File: config.mk
export PLATFORM = sky130hd
export DESIGN_NAME = irq_ctrl_top
export DESIGN_NICKNAME = d
export VERILOG_FILES = /design/src/rtl/irq_ctrl_pkg.sv /design/src/rtl/irq_sense_cell.sv /design/src/rtl/irq_prio_enc.sv /design/src/rtl/irq_out_gen.sv /design/src/rtl/irq_ctrl_top.sv
export SDC_FILE = /design/constraint.sdc
export NUM_CORES = 1
export LEC_CHECK = 0
export ABC_AREA = 1
export BUFFER_PORTS_ARGS = -buffer_cell sky130_fd_sc_hd__buf_2
export CAP_MARGIN = 20
export CORE_UTILIZATION = 45
export CTS_CLUSTER_SIZE = 12
export DETAILED_ROUTE_END_ITERATION = 8
export GPL_TIMING_DRIVEN = 0
export HOLD_SLACK_MARGIN = 0.1
export PLACE_DENSITY = 0.67
export SKIP_LAST_GASP = 1
export SLEW_MARGIN = 5
export SYNTH_ARGS = -nofsm -noshare
export SYNTH_HDL_FRONTEND = slang
export SYNTH_SLANG_ARGS = --single-unit
File: constraint.sdc
create_clock -name clk -period 2.8 [get_ports clk]
set_input_delay 0.56 -clock clk [delete_from_list [all_inputs] [get_ports clk]]
set_output_delay 0.56 -clock clk [all_outputs]
set_load 0.1 [all_outputs]
File: src/rtl/irq_ctrl_pkg.sv
// Shared definitions for the interrupt controller: register addresses
// and control-register bit positions.
package irq_ctrl_pkg;

    localparam int ADDR_W = 3;

    typedef enum logic [ADDR_W-1:0] {
        REG_STATUS = 3'd0,
        REG_ACK    = 3'd1,
        REG_ENABLE = 3'd2,
        REG_SENSE  = 3'd3,
        REG_POL    = 3'd4,
        REG_CTRL   = 3'd5,
        REG_PRIO   = 3'd6
    } reg_addr_e;

    localparam int CTRL_GATE_BIT  = 0;
    localparam int CTRL_PULSE_BIT = 1;

endpackage

File: src/rtl/irq_sense_cell.sv
// One interrupt source: qualifies the raw input by polarity, detects
// the selected edge against the previous sample, and holds a sticky
// edge flag that an acknowledge clears. Assumes irq_raw is synchronous.
module irq_sense_cell (
    input  logic clk,
    input  logic rst_n,
    input  logic irq_raw,
    input  logic edge_sel,
    input  logic pol_high,
    input  logic ack,
    output logic pend
);

    logic prev_q;
    logic edge_q;
    logic hit_level;
    logic hit_edge;

    // Previous input sample; loaded during reset too so release sees no edge.
    always_ff @(posedge clk) begin
        if (!rst_n) begin
            prev_q <= irq_raw;
        end else begin
            prev_q <= irq_raw;
        end
    end

    // Qualified level and selected transition.
    always_comb begin
        hit_level = pol_high ? irq_raw : ~irq_raw;
        hit_edge  = pol_high ? (irq_raw & ~prev_q) : (~irq_raw & prev_q);
    end

    // Sticky edge flag: a new edge wins over a same-cycle acknowledge.
    always_ff @(posedge clk) begin
        if (!rst_n) begin
            edge_q <= 1'b0;
        end else if (!edge_sel) begin
            edge_q <= 1'b0;
        end else begin
            edge_q <= hit_edge | (edge_q & ~ack);
        end
    end

    // Pending view depends on the selected sense.
    assign pend = edge_sel ? edge_q : hit_level;

endmodule

File: src/rtl/irq_prio_enc.sv
// Finds the lowest-numbered set bit of a request vector and reports its
// index with a valid flag. Purely combinational.
module irq_prio_enc #(
    parameter int N  = 32,
    parameter int IW = 5
) (
    input  logic [N-1:0]  req,
    output logic          valid,
    output logic [IW-1:0] idx
);

    // Scan from the top so the lowest set bit is written last.
    always_comb begin
        idx = '0;
        for (int i = N - 1; i >= 0; i--) begin
            if (req[i]) begin
                idx = IW'(i);
            end
        end
        valid = |req;
    end

endmodule

File: src/rtl/irq_out_gen.sv
// Forms the registered request line from the gated request, either as a
// level or as a one-cycle pulse on each 0-to-1 change of the gated request.
module irq_out_gen (
    input  logic clk,
    input  logic rst_n,
    input  logic gate_en,
    input  logic pulse_mode,
    input  logic any_active,
    output logic irq_req
);

    logic gated;
    logic gated_q;
    logic req_q;

    assign gated = gate_en & any_active;

    // Previous gated request, used to find its rising change.
    always_ff @(posedge clk) begin
        if (!rst_n) begin
            gated_q <= 1'b0;
        end else begin
            gated_q <= gated;
        end
    end

    // Output register selecting level or pulse form.
    always_ff @(posedge clk) begin
        if (!rst_n) begin
            req_q <= 1'b0;
        end else if (pulse_mode) begin
            req_q <= gated & ~gated_q;
        end else begin
            req_q <= gated;
        end
    end

    assign irq_req = req_q;

endmodule

File: src/rtl/irq_ctrl_top.sv
// Interrupt controller top: configuration registers, per-source sense
// cells, priority encoder and output former behind a word-addressed
// register port. Assumes N_IRQ <= DW and sources synchronous to clk.
module irq_ctrl_top
    import irq_ctrl_pkg::*;
#(
    parameter int N_IRQ = 32,
    parameter int DW    = 32
) (
    input  logic              clk,
    input  logic              rst_n,
    input  logic [N_IRQ-1:0]  irq_src,
    input  logic              reg_wr,
    input  logic [ADDR_W-1:0] reg_addr,
    input  logic [DW-1:0]     reg_wdata,
    output logic [DW-1:0]     reg_rdata,
    output logic              irq_req
);

    localparam int IDX_W = (N_IRQ > 1) ? $clog2(N_IRQ) : 1;

    logic [N_IRQ-1:0] enable_q;
    logic [N_IRQ-1:0] sense_q;
    logic [N_IRQ-1:0] pol_q;
    logic             gate_q;
    logic             pulse_q;
    logic [N_IRQ-1:0] ack_vec;
    logic [N_IRQ-1:0] pend_vec;
    logic [N_IRQ-1:0] active_vec;
    logic             prio_valid;
    logic [IDX_W-1:0] prio_idx;
    reg_addr_e        addr_e;

    assign addr_e = reg_addr_e'(reg_addr);

    // Configuration register writes.
    always_ff @(posedge clk) begin
        if (!rst_n) begin
            enable_q <= '0;
            sense_q  <= '0;
            pol_q    <= '1;
            gate_q   <= 1'b0;
            pulse_q  <= 1'b0;
        end else if (reg_wr) begin
            case (addr_e)
                REG_ENABLE: enable_q <= reg_wdata[N_IRQ-1:0];
                REG_SENSE:  sense_q  <= reg_wdata[N_IRQ-1:0];
                REG_POL:    pol_q    <= reg_wdata[N_IRQ-1:0];
                REG_CTRL: begin
                    gate_q  <= reg_wdata[CTRL_GATE_BIT];
                    pulse_q <= reg_wdata[CTRL_PULSE_BIT];
                end
                default: ;
            endcase
        end
    end

    // Acknowledge strobe vector for this cycle.
    assign ack_vec = (reg_wr && addr_e == REG_ACK) ? reg_wdata[N_IRQ-1:0] : '0;

    // One sense cell per source.
    for (genvar g = 0; g < N_IRQ; g++) begin : g_src
        irq_sense_cell u_cell (
            .clk      (clk),
            .rst_n    (rst_n),
            .irq_raw  (irq_src[g]),
            .edge_sel (sense_q[g]),
            .pol_high (pol_q[g]),
            .ack      (ack_vec[g]),
            .pend     (pend_vec[g])
        );
    end

    assign active_vec = pend_vec & enable_q;

    irq_prio_enc #(
        .N  (N_IRQ),
        .IW (IDX_W)
    ) u_prio (
        .req   (active_vec),
        .valid (prio_valid),
        .idx   (prio_idx)
    );

    irq_out_gen u_out (
        .clk        (clk),
        .rst_n      (rst_n),
        .gate_en    (gate_q),
        .pulse_mode (pulse_q),
        .any_active (|active_vec),
        .irq_req    (irq_req)
    );

    // Read data multiplexer.
    always_comb begin
        reg_rdata = '0;
        case (addr_e)
            REG_STATUS: reg_rdata[N_IRQ-1:0] = pend_vec;
            REG_ENABLE: reg_rdata[N_IRQ-1:0] = enable_q;
            REG_SENSE:  reg_rdata[N_IRQ-1:0] = sense_q;
            REG_POL:    reg_rdata[N_IRQ-1:0] = pol_q;
            REG_CTRL: begin
                reg_rdata[CTRL_GATE_BIT]  = gate_q;
                reg_rdata[CTRL_PULSE_BIT] = pulse_q;
            end
            REG_PRIO: begin
                reg_rdata[DW-1]      = prio_valid;
                reg_rdata[IDX_W-1:0] = prio_idx;
            end
            default: reg_rdata = '0;
        endcase
    end

endmodule

After elaboration in Yosys (flattened, before gate mapping). Index checks and enable logic that the tools add are counted. W data, S select, Z words.

Register bits: 164. Bits in latches: 0. Memory bits (writable): 0. Memory bits (read-only): 0. Input bits: 70. Output and inout port bits: 33. Logic and storage cells: 478. Memories kept: 0.

$add $sub $neg: 0. Multiply operators: 0. Divide/modulo/power cells: 0. Magnitude comparators: 0. Equal/unequal tests: 6. Shift-type cells: 0. Muxes and demuxes: 134. Bitwise gates (word level): 228. Reductions and logical operators: 39.

Operator list (count): $mux W5 (32); $pmux W26 S4 (1); $and A1 B1 Y1 (98); $mux W1 (97); $not A1 Y1 (97); $reduce_and A2 Y1 (36); $and A32 B32 Y32 (1); $mux W32 (1); $or A1 B1 Y1 (32); $reduce_or A32 Y1 (1); $pmux W3 S5 (1); $pmux W2 S6 (1); $eq A3 B3 Y1 const B (3); $eq A3 B2 Y1 const B (2); $pmux W1 S5 (1); $eq A3 B1 Y1 const B (1); $logic_not A3 Y1 (1); $logic_and A1 B1 Y1 (1).

Longest topological paths before layout.
Depth after elaboration: 37. Gate-level depth with buffers: 37. Mapped depth without buffers: 37.

Cells and area by module. From an unflattened synthesis, not the netlist that was laid out.

Cell total of the unflattened synthesis: 1480. Area total of the unflattened synthesis: 8938.6 µm².

By module, submodules not included: irq_ctrl_top (times used 1, cells an instance 854, area each 5157.4 µm², sequential area each 1961.9 µm²); irq_sense_cell (times used 32, cells an instance 16, area each 101.3 µm², sequential area each 40.0 µm²); irq_prio_enc (times used 1, cells an instance 107, area each 470.5 µm², sequential area each 0.0 µm²); irq_out_gen (times used 1, cells an instance 7, area each 67.6 µm², sequential area each 40.0 µm²).

Worst setup path after synthesis. OpenSTA, ideal clock, no wires.

Path type: input port to output port. Start: input port irq_src[15]. End: output port reg_rdata[4]. Data arrival time: 4415 ps. Required time: 2240 ps. Setup slack: -2175 ps. Cell stages on the path: 10. Buffers on the path: 0. Cells stage by stage: inv_1 -> a21oi_1 -> o21ai_0 -> o21ai_0 -> inv_1 -> nand2_1 -> nand2_1 -> nor2_1 -> nand2_1 -> o41ai_1.

Longest elaborated chain between the ends: 21.

Ends and longest elaborated chain: from (decl) (line irq_ctrl_top.sv:12) `input logic [N_IRQ-1:0] irq_src,`; $not A1 Y1 (line irq_sense_cell.sv:30) `hit_level = pol_high ? irq_raw : ~irq_raw;`; $mux W1 * (line irq_sense_cell.sv:30); $mux W1 * (line irq_sense_cell.sv:46) `assign pend = edge_sel ? edge_q : hit_level;`; $and A32 B32 Y32 * (line irq_ctrl_top.sv:74) `assign active_vec = pend_vec & enable_q;`; $mux W5 * (16 in a row) (line irq_prio_enc.sv:16) `if (req[i]) begin`; $pmux W3 S5 * (line irq_ctrl_top.sv:97) `case (addr_e)`; to (decl) (line irq_ctrl_top.sv:16) `output logic [DW-1:0] reg_rdata,`.

Mark *: on every way between the ends. The rest lies on a longest branch, timed or not.

Worst setup path in the final report.
Start: register pol_q[31]. End: output port reg_rdata[0].

Longest elaborated chain between the ends: 36.

Ends and longest elaborated chain: from (decl) (line irq_ctrl_top.sv:24) `logic [N_IRQ-1:0] pol_q;`; from (signal assigned) (line irq_ctrl_top.sv:48) `REG_POL: pol_q <= reg_wdata[N_IRQ-1:0];`; $mux W1 (line irq_sense_cell.sv:30); $mux W1 (line irq_sense_cell.sv:46); $and A32 B32 Y32 (line irq_ctrl_top.sv:74); $mux W5 (32 in a row) (line irq_prio_enc.sv:16); $pmux W2 S6 (line irq_ctrl_top.sv:97).

No other way between the ends.

==> impl_metrics.toml <==
[run_status]
status = "finished with violations"
failed_checks = "setup timing"

[detailed_routing]
vias_per_cell = 5.527
totalWireLength_um = 23760
drtIter0Drc = 564
firstDrtPassIters = 5
vias = 7892
routedWlPerCell_um = 16.64
postRouteAntennaNets = 0
post-route-drc-count = 0

[cts]
clock_latency_ns = 0.43
cts_buffer_depth = 2
cts-buffers-inserted = 17
htree_levels = 4
cts_tree = "yes"
cts_sinks = 164
path_clk_slew_ns = 0.06
clockRootBuffer = "clkbuf_16"

[synth]
ys_warn_count = 0
synth_compound_area_share_pct = 24.02
syn-num-nets = 1142
synth_area_per_cell_um2 = 7.032
ys_ff_latch = 164
synth_cells = 1072
synthSimpleGateAreaFrac_pct = 24.91
synth_area_um2 = 7538
synth_fa_ha_area_share_pct = 0
muxShareOfSynthArea_pct = 0
synth_cell_types = 35
synth_top_family_by_area = "simple AND/OR/NAND/NOR gates"
synth-xor-area-share_pct = 0
synth-seq-area-share_pct = 43.55

[critical_path]
critPathKind = "register to primary output"
path_common_cell = "nand2_1"
cpPeakStageDelay_ns = 0.35
end_kind = "primary output"
start_kind = "register"
crit_slowest_cell = "dfxtp_2"
required_ns = 2.24
crit_arrival_ns = 3.10
path_max_fanout = 3

[timing]
final.period_utilization_pct = 130.8
rsz0062_at_grt = "yes"
slew_viol_final = 0
setup_slack_ns = -0.8631
slew_headroom_pct = 33.66
setup_viol = 26
worst_pin_slew_ns = 0.9926
clock_skew_ns = 0.007890
max_freq_mhz = 273.0
final_hold_viol_count = 0
fin_crit_ns = 3.663

[place]
hpwl_um = 16280
io_buffers = 100
gp_congestion = 0.8888
place_area_um2 = 8402

[floorplanning]
die_w_um = 131.4
io_pins = 103
coreArea_um2 = 16120
floorplan.initialDensity_pct = 46.78
num_rows = 46
die_h_um = 131.4
fp.dieArea_um2 = 17270

[grt]
grt_pass1_vias = 7302
grt_overflow = 0
grt_max_degree = 17
grt_pass1_wl_um = 37540
antenna_found_initial = 0
grt_use_total_pct = 27.78

[finish]
area_growth_syn_to_layout_pct = 23.92
fin_area_um2 = 9341
diodes = 0
most-common-layout-cells = "nand2_1, dfxtp_1, nor2_1"
fin_nets = 1270
post-route-util_pct = 57.97
layout_commonest_cell = "nand2_1"
drive_above_1_share_pct = 18.73

[pwr]
p_per_area_nw_per_um2 = 627.4
p_leak_nw = 4.052
total_power_mw = 5.861
peakVddDrop_v = 0.0004404

[flow_run]
drv_cap = 0

[worst_hold_path]
hp-class = "primary input to register"
[layer usage]
metal	up-vias	track usage [%]	part of all wire, %
li1	3903	-	-
met1	3636	37.16	45
met2	310	44.21	45
met3	43	4.823	6.9
met4	0	11.18	2.8
met5	-	0	0
[through the flow]
stage                     TNS (ns)  setup slack (ns)  hold WS, ns  instances
after global routing        -7.080            -1.190       0.2403       1428
after detailed placement    -9.710           -0.9617       0.4558       1388
after global placement      -9.560           -0.9688       0.4533       1388
after floorplan             -11.69           -0.4884       0.3913       1072
final                       -4.301           -0.8631       0.2472       1428
after CTS                   -2.589           -0.8448       0.2380       1427
[cell families after synthesis]
kind of cell / after synthesis
compound gates: 298
buf+inv: 151
flops: 164
simple gates: 459
[path summary, 6_finish.rpt]
check	startpoint	endpoint	depth (start not counted)	slack, ns
max reg2reg	pol_q[2]	u_out.irq_req	12	0.76
min reg2reg	pulse_q	pulse_q	2	0.47
max	pol_q[31]	reg_rdata[0]	38	-0.86
min	irq_src[14]	g_src[14].u_cell.prev_q	1	0.25
[sequential cells by signal, summed over array words and instances (netlist names), 32 cells and up]
signal / cells
g_src.u_cell.edge_q: 32
g_src.u_cell.prev_q: 32
pol_q: 32
sense_q: 32
enable_q: 32
[critical path: cells and delay by family (launching register included)]
| family | cells | cell delay [ns] |
|---|---|---|
| and+or+nand+nor | 36 | 2.06 |
| DFF | 1 | 0.35 |
| buffers and inverters | 2 | 0.27 |
[power by group]
part           internal (mW)  leakage, nW  switching [mW]
sequential              2.41         1.34          0.0503
clock                   1.40        0.281           0.939
combinational          0.301         2.44           0.753
total                   4.12         4.05            1.74
[Yosys cell counts]
cell type	number	area share, %
a22oi_1	1	0.10
a211oi_1	11	1.1
nand3_1	33	2.2
o21bai_1	1	0.10
nor2_1	136	6.8
o211ai_1	20	2.0
dfxtp_1	164	44
nor3_1	16	1.1
buf_1	2	0.10
a21oi_2	1	0.12
a21oi_1	84	5.6
a2111oi_0	1	0.12
inv_1	99	4.9
or2_0	1	0.083
o31ai_1	1	0.10
o211ai_4	1	0.28
nand2_1	240	12
a31oi_1	7	0.58
o22ai_1	2	0.17
clkbuf_1	45	2.2
a311oi_1	9	1.0
o221ai_1	1	0.12
a221oi_1	16	1.9
nand2_2	2	0.17
nand4_1	15	1.2
inv_2	2	0.10
nand3_2	1	0.13
or2_2	11	0.91
nand2_4	1	0.15
o2111ai_1	26	3.0
o21ai_0	115	7.6
clkinv_1	3	0.15
nor4_1	1	0.083
or2_1	2	0.17
o41ai_1	1	0.12
[layout make-up]
class / instances / area (um^2)
fillers: 1543 / 6774
multi-input cells: 757 / 3908
flip-flops and latches: 164 / 3304
repair buffers: 109 / 705.7
clock buffers: 27 / 503.0
inverters: 104 / 391.6
well taps: 216 / 270.3
plain buffers: 47 / 188.9
clock inverters: 4 / 70.07
[what timing repair did]
item,CTS,global route
resized for setup,100,20
pin swaps,19,4
setup endpoints to repair,32,31
gates cloned,0,0
setup buffers,8,1
hold buffers,0,0
Note: power is estimated with default switching activity, not from simulation.
